## src/rtl/useq_pkg.sv

```systemverilog
package useq_pkg;
  typedef enum logic [1:0] {
    SEQ_FETCH = 2'b00,
    SEQ_DISP  = 2'b01,
    SEQ_STEP  = 2'b10,
    SEQ_RSVD  = 2'b11
  } seq_code_e;

  localparam int OPC_W = 6;
  localparam logic [OPC_W-1:0] OPC_RTYPE = 6'b000000;
  localparam logic [OPC_W-1:0] OPC_BEQ   = 6'b000100;
  localparam logic [OPC_W-1:0] OPC_ORI   = 6'b001101;
  localparam logic [OPC_W-1:0] OPC_LW    = 6'b100011;
  localparam logic [OPC_W-1:0] OPC_SW    = 6'b101011;
endpackage

```

## src/rtl/useq_dispatch.sv

```systemverilog
module useq_dispatch
  import useq_pkg::*;
#(
  parameter int UA_W = 4,
  parameter logic [UA_W-1:0] T_RTYPE = 4,
  parameter logic [UA_W-1:0] T_BEQ   = 3,
  parameter logic [UA_W-1:0] T_ORI   = 6,
  parameter logic [UA_W-1:0] T_LW    = 8,
  parameter logic [UA_W-1:0] T_SW    = 11,
  parameter logic [UA_W-1:0] T_RSVD  = 12
) (
  input  logic [OPC_W-1:0] opcode,
  output logic [UA_W-1:0]  target
);
  always_comb begin
    unique case (opcode)
      OPC_RTYPE: target = T_RTYPE;
      OPC_BEQ:   target = T_BEQ;
      OPC_ORI:   target = T_ORI;
      OPC_LW:    target = T_LW;
      OPC_SW:    target = T_SW;
      default:   target = T_RSVD;
    endcase
  end
endmodule

```

## src/rtl/useq_next.sv

```systemverilog
module useq_next
  import useq_pkg::*;
#(
  parameter int UA_W = 4
) (
  input  logic [1:0]      seq_code,
  input  logic [UA_W-1:0] cur,
  input  logic [UA_W-1:0] disp_tgt,
  input  logic            cond_en,
  input  logic            cond_sel,
  input  logic            ovf,
  input  logic            irq_pend,
  input  logic [UA_W-1:0] br_target,
  output logic [UA_W-1:0] nxt
);
  localparam logic [UA_W-1:0] ONE = {{(UA_W-1){1'b0}}, 1'b1};

  logic [1:0] cond_vec;
  logic       take_br;
  logic [UA_W-1:0] seq_nxt;

  assign cond_vec = {irq_pend, ovf};
  assign take_br  = cond_en & cond_vec[cond_sel];

  always_comb begin
    case (seq_code_e'(seq_code))
      SEQ_DISP: seq_nxt = disp_tgt;
      SEQ_STEP: seq_nxt = cur + ONE;
      default:  seq_nxt = '0;
    endcase
  end

  assign nxt = take_br ? br_target : seq_nxt;
endmodule

```

## src/rtl/useq_upc.sv

```systemverilog
module useq_upc #(
  parameter int UA_W = 4
) (
  input  logic            clk,
  input  logic            rst,
  input  logic [UA_W-1:0] nxt,
  output logic [UA_W-1:0] upc
);
  always_ff @(posedge clk) begin
    if (rst) upc <= '0;
    else     upc <= nxt;
  end
endmodule

```

## src/rtl/useq_sequencer.sv

```systemverilog
module useq_sequencer
  import useq_pkg::*;
#(
  parameter int UA_W = 4,
  parameter logic [UA_W-1:0] RSVD_ADDR = 12
) (
  input  logic            clk,
  input  logic            rst,
  input  logic [1:0]      seq_code,
  input  logic [5:0]      opcode,
  input  logic            cond_en,
  input  logic            cond_sel,
  input  logic [UA_W-1:0] br_target,
  input  logic            ovf,
  input  logic            irq_pend,
  output logic [UA_W-1:0] uaddr
);
  logic [UA_W-1:0] disp_tgt;
  logic [UA_W-1:0] nxt;

  useq_dispatch #(.UA_W(UA_W), .T_RSVD(RSVD_ADDR)) u_disp (
    .opcode(opcode),
    .target(disp_tgt)
  );

  useq_next #(.UA_W(UA_W)) u_next (
    .seq_code(seq_code), .cur(uaddr), .disp_tgt(disp_tgt),
    .cond_en(cond_en), .cond_sel(cond_sel), .ovf(ovf),
    .irq_pend(irq_pend), .br_target(br_target), .nxt(nxt)
  );

  useq_upc #(.UA_W(UA_W)) u_upc (
    .clk(clk), .rst(rst), .nxt(nxt), .upc(uaddr)
  );

  // reset forces fetch address
  a_r1_reset_zero: assert property (@(posedge clk)
    $past(rst) |-> uaddr == '0);

  // selected condition true overrides sequencing
  a_r7_branch_taken: assert property (@(posedge clk) disable iff (rst)
    (!$past(rst) && $past(cond_en) && ($past(cond_sel) ? $past(irq_pend) : $past(ovf)))
    |-> uaddr == $past(br_target));

  // fetch and reserved codes return to 0 when no branch
  a_r2_fetch_zero: assert property (@(posedge clk) disable iff (rst)
    (!$past(rst) && !$past(cond_en) && ($past(seq_code) == 2'b00 || $past(seq_code) == 2'b11))
    |-> uaddr == '0);

  // step code advances by one
  a_r5_step: assert property (@(posedge clk) disable iff (rst)
    (!$past(rst) && !$past(cond_en) && $past(seq_code) == 2'b10)
    |-> uaddr == $past(uaddr) + 1'b1);

  // unknown opcode reaches reserved-instruction routine
  a_r4_reserved: assert property (@(posedge clk) disable iff (rst)
    (!$past(rst) && !$past(cond_en) && $past(seq_code) == 2'b01 &&
     $past(opcode) == 6'b111111)
    |-> uaddr == RSVD_ADDR);
endmodule

```

## config.mk

```make
export PLATFORM = sky130hd
export DESIGN_NAME = useq_sequencer
export DESIGN_NICKNAME = d
export VERILOG_FILES = /design/src/rtl/useq_pkg.sv /design/src/rtl/useq_dispatch.sv /design/src/rtl/useq_next.sv /design/src/rtl/useq_upc.sv /design/src/rtl/useq_sequencer.sv
export SDC_FILE = /design/constraint.sdc
export NUM_CORES = 1
export LEC_CHECK = 0
export CORE_AREA = 5 5 42 44
export DETAILED_ROUTE_END_ITERATION = 12
export DIE_AREA = 0 0 47 49
export PLACE_DENSITY = 0.68
export SLEW_MARGIN = 20
export SYNTH_ARGS = -nofsm -noshare
export SYNTH_HDL_FRONTEND = slang
export SYNTH_HIERARCHICAL = 1
export SYNTH_SLANG_ARGS = --single-unit
```

## constraint.sdc

```tcl
create_clock -name clk -period 1.93 [get_ports clk]
set_input_delay 0.386 -clock clk [delete_from_list [all_inputs] [get_ports clk]]
set_output_delay 0.386 -clock clk [all_outputs]
set_load 0.005 [all_outputs]
```

Word level (Yosys, flattened, before mapping). Cells that the tools add are included.

Bits in registers: 4. Bits of input ports: 18. Output and inout bits: 4. Word-level logic and storage cells: 16.

$add $sub $neg: 1. Magnitude comparators: 1. Eq/ne operators: 6. Multiplexer cells: 5. Bitwise gates (word level): 1. Reductions and logical operators: 1.

Operators with widths (number): $pmux W4 S5 (1); $eq A6 B6 Y1 const B (2); $pmux W4 S2 (1); $eq A6 B3 Y1 const B (1); $eq A6 B4 Y1 const B (1); $logic_not A6 Y1 (1); $add A4 B1 Y4 const B (1); $mux W4 (1); $eq A2 B1 Y1 const B (1); $eq A2 B2 Y1 const B (1); $lt A1 B2 Y1 const B (1); $mux W1 (2); $and A1 B1 Y1 (1).

Logic depth before layout (Yosys ltp).
Word-level depth: 4. Mapped depth: 6. Gate-level depth less buffers: 6.

Modules after synthesis. The synthesis kept the hierarchy.

Modules (own cells, without submodules): useq_next (instances 1, cells each 23, area each 177.7 um2, seq. area each 0.0 um2); useq_upc (instances 1, cells each 8, area each 105.1 um2, seq. area each 80.1 um2); useq_dispatch (instances 1, cells each 13, area each 75.1 um2, seq. area each 0.0 um2).

Worst setup path after synthesis. OpenSTA, ideal clock, no wires.

Path kind: input-to-reg. Start point: input opcode[0]. End point: register u_upc.upc[3]. Library setup time: 0.114 ns. Arrival time: 1.478 ns. Data required time: 1.816 ns. Setup slack: 0.338 ns. Stages: 6. Path buffers: 0. Cells stage by stage: nor2_1 -> a21oi_1 -> or4_1 -> a22o_1 -> a22o_1 -> nor2b_1.

Longest elaborated chain between the ends: 4. Elaborated cells between the ends (all ways): 8. Those cells by class: eq/ne: 4; mux: 3; reduce/logical: 1.

Ends and longest elaborated chain: from (decl) (RTL line useq_sequencer.sv:10) `input logic [5:0] opcode,`; $eq A6 B6 Y1 (tied with other cells) (RTL line useq_dispatch.sv:16) `unique case (opcode)`; $pmux W4 S5 (*) (RTL line useq_dispatch.sv:16); via disp_tgt[3] (RTL line useq_sequencer.sv:18) `logic [UA_W-1:0] disp_tgt;`; $pmux W4 S2 (*) (RTL line useq_next.sv:26) `case (seq_code_e'(seq_code))`; $mux W4 (*) (RTL line useq_next.sv:33) `assign nxt = take_br ? br_target : seq_nxt;`; via nxt[3] (RTL line useq_sequencer.sv:19) `logic [UA_W-1:0] nxt;`; to (signal assigned) (RTL line useq_upc.sv:11) `else upc <= nxt;`; to (decl) (RTL line useq_upc.sv:7) `output logic [UA_W-1:0] upc`.

The timed path passes the listed nets; every way through them passes the cells marked *. A chain may end at the register's enable or synchronous reset.

Worst setup path after layout.
Start point: input opcode[2]. End point: register u_upc.upc[3].

Same word-level chain as after synthesis.

==> summary.txt <==
Outcome
  – Status: complete, no violations

Clock network
  – CTS Root Cell: clkbuf_4
  – Number of hold buffers added after cts: 0
  – Total CTS buffers: 3
  – Clk slew on worst S/H paths: 40 ps
  – # resized after CTS: 0
  – CTS tree: yes
  – Worst-Skew Late Latency: 240 ps
  – Htree depth: 1
  – Post-CTS Setup Inserts: 0
  – CTS max path bufs: 2
  – Clk sinks: 4

Route
  – Remaining antenna violation count: 0
  – Wire per inst: 11.01 um
  – First DRT Iteration DRCs: 3
  – Via count: 415
  – First-pass DRT Iterations: 4
  – Via-per-instance ratio: 4.716
  – Final wirelength: 969 um
  – Drc violations: 0

Min path
  – Hold Path Class: input port to flop
  – Worst hold stages: 2
  – Hold EP: u_upc/upc[2]
  – Hold_sp: rst

Logic synthesis
  – Register area share after synthesis: 22.38%
  – Number of synthesized register bits: 4
  – Top cells by area, synth: dfxtp_1 22%, ha_1 10%, a22o_1 9.8%
  – Ys Warns: 6
  – Syn Std Cell Area: 357.8 sq um
  – Post-synth top area share: 22.38%
  – Post-synth net total: 65
  – Unique masters post-synth: 21
  – Gate Count Post-Synth: 44
  – Cell type with the largest total area after synthesis: dfxtp_1
  – Syn Area/Cell: 8.133 sq um

Place
  – RePlAce Congestion: 0.7169
  – DP HPWL: 832.9 um
  – Port Buf Inserts: 21
  – Placed cell area: 614.3 sq um

Setup path
  – Internal reg-to-reg setup slack: 650 ps
  – Register-to-Register Path Depth: 5
  – Crit path launch type: input port
  – Crit path buf inv count: 1
  – Crit path capture type: flop
  – Largest delay share family, worst path: compound AO/OA/AOI/OAI gates
  – Crit-path cells: clkdlybuf4s50_1 > a21oi_1 > or4_1 > a22o_1 > a22o_1 > nor2b_1
  – WS Path Type: input port to flop
  – Critical Path RT: 2060 ps
  – Reg2reg start: u_upc/upc[0]
  – Max FO, Critical Path: 3
  – Reg-to-reg endpoint: u_upc/upc[2]
  – Most used cell, CP: a22o_1
  – Slowest cell delay on critical path: 490 ps
  – CP max-delay cell: clkdlybuf4s50_1
  – WP data arrival: 1890 ps

Timing
  – RSZ-0062 raised after global routing: false
  – Worst Max-Slew Pin Slew: 285.7 ps
  – Final Setup Violations: 0
  – Crit share post-route: 91.27%
  – Final Skew: 4.211 ps
  – Hold WS: 761.2 ps
  – Worst rel slew slack: 80.92%
  – Fmax: 0.5677 GHz
  – Sum Neg Setup Slack: 0 ps
  – Max Slew Vio Count: 0
  – Final hold vios: 0
  – Crit path time final: 1762 ps

Floorplanning
  – Core area: 1401 sq um
  – # rows: 14
  – Die area: 2303 sq um
  – Die height: 49 um
  – IO Count: 22
  – Starting density of the core: 25.54%
  – Die Wd: 47 um

GRT
  – Vias in the first global route: 392
  – GRT Residual Overflow: 0
  – First-pass GRT wire length: 1.538 mm
  – Initial antenna violation count: 0
  – GR peak layer: met2
  – Pin count of the biggest net entering global routing: 5
  – Met3 Use GR: 2.214%
  – Met1 Use GR: 10.33%
  – Met2 usage: 13.57%
  – Total track usage: 9.648%

Final layout
  – Final Util: 45.98%
  – Layout overhead on the synthesized area: 80.07%
  – FF/Latch Area: 80.08 sq um
  – Top reg by flops: u_upc/upc
  – Final instance area: 644.4 sq um
  – Post-layout nets: 95
  – Multi-input logic area: 257.7 sq um
  – Fraction of layout cells with a size suffix above 1: 15.28%
  – Number of fill cells: 148
  – Commonest non-fill, non-tap cell in the layout: clkdlybuf4s50_1
  – Biggest regs: u_upc/upc x4
  – Largest register FFs: 4
  – Diode count: 0
  – Most frequent cells in the layout: 19 x clkdlybuf4s50_1, 5 x buf_4, 5 x nor2b_1

Pwr
  – Pwr dens: 457.0 nW/um^2
  – Reg power frac: 31.0%
  – Peak VDD IR: 0.1743 mV
  – Leakage: 0.0002855 uW
  – Switching power: 72.95 uW
  – Internal power: 221.5 uW
  – Share of power burned in the clock network: 36.2%
  – Combinational share of power: 32.7%
  – Fraction of power spent switching nets: 24.77%

Flow run
  – Max cap viols: 0
synth_stat cells:
cell	count
a21o_1	1
a21oi_1	3
a22o_1	4
a22oi_1	2
and2_4	1
and3b_1	1
buf_6	1
dfxtp_1	4
ha_1	3
inv_1	3
mux2i_1	1
nand2_1	4
nand3_1	2
nor2_1	2
nor2_2	1
nor2b_1	5
o211ai_1	1
o31ai_1	2
or4_1	1
xnor2_1	1
xor2_1	1
cells by family after synthesis:
group / Yosys count / synth area share, %
and+or+nand+nor: 17 / 26.58
muxes: 1 / 2.797
DFF: 4 / 22.38
AOI/OAI and AO/OA: 13 / 26.57
buffers and inverters: 4 / 6.293
adders and majority gates: 3 / 10.49
xor gates and xnor gates: 2 / 4.896
how the worst max path moves through the flow:
| stage | from | to | slack [ps] | cells past startpoint |
|---|---|---|---|---|
| after floorplan | opcode[0] | u_upc/upc[3] | 340 | 6 |
| after global placement | opcode[0] | u_upc/upc[3] | -210 | 7 |
| after detailed placement | opcode[0] | u_upc/upc[3] | -220 | 7 |
| after CTS | opcode[0] | u_upc/upc[3] | 40 | 7 |
| after global routing | opcode[2] | u_upc/upc[3] | 130 | 6 |
| final | opcode[2] | u_upc/upc[3] | 170 | 6 |
worst register-to-register path: cells and delay by family, from the launching register on:
kind,cells,cell delay (ps)
compound gates,2,360
flops,1,330
simple gates,1,120
fa+ha+maj,1,220
xor+xnor,1,140
per-layer routing:
metal | routed length (um) | vias to the layer above
li1 | - | 215
met1 | 387 | 180
met5 | 0 | -
met2 | 469 | 17
met4 | 32 | 0
met3 | 79 | 3
metrics by stage:
stage,cells,total power [uW],worst slack [ps]
6_report,88,294.5,168.5
2_1_floorplan,44,130.9,338.5
5_1_grt,88,319.7,130.9
4_1_cts,88,301.9,35.82
3_3_place_gp,85,188.0,-209.7
3_5_place_dp,85,189.5,-220.1
layout make-up:
type | instances | area share [%]
inverter | 3 | 1.748
clock buffer | 3 | 3.495
sequential | 4 | 12.43
timing repair buffer | 26 | 39.22
multi-input combinational | 36 | 40.00
tap | 16 | 3.107
power groups by stage:
stage / logic, uW / clock network (uW) / registers [uW]
6_report: 96.4 / 107 / 91.4
3_3_place_gp: 95.5 / 0 / 92.6
3_5_place_dp: 96.6 / 0 / 92.8
5_1_grt: 105 / 122 / 91.9
4_1_cts: 96.6 / 114 / 91.5
2_1_floorplan: 38.4 / 0 / 92.5
Power figures use the tool's default switching activity.
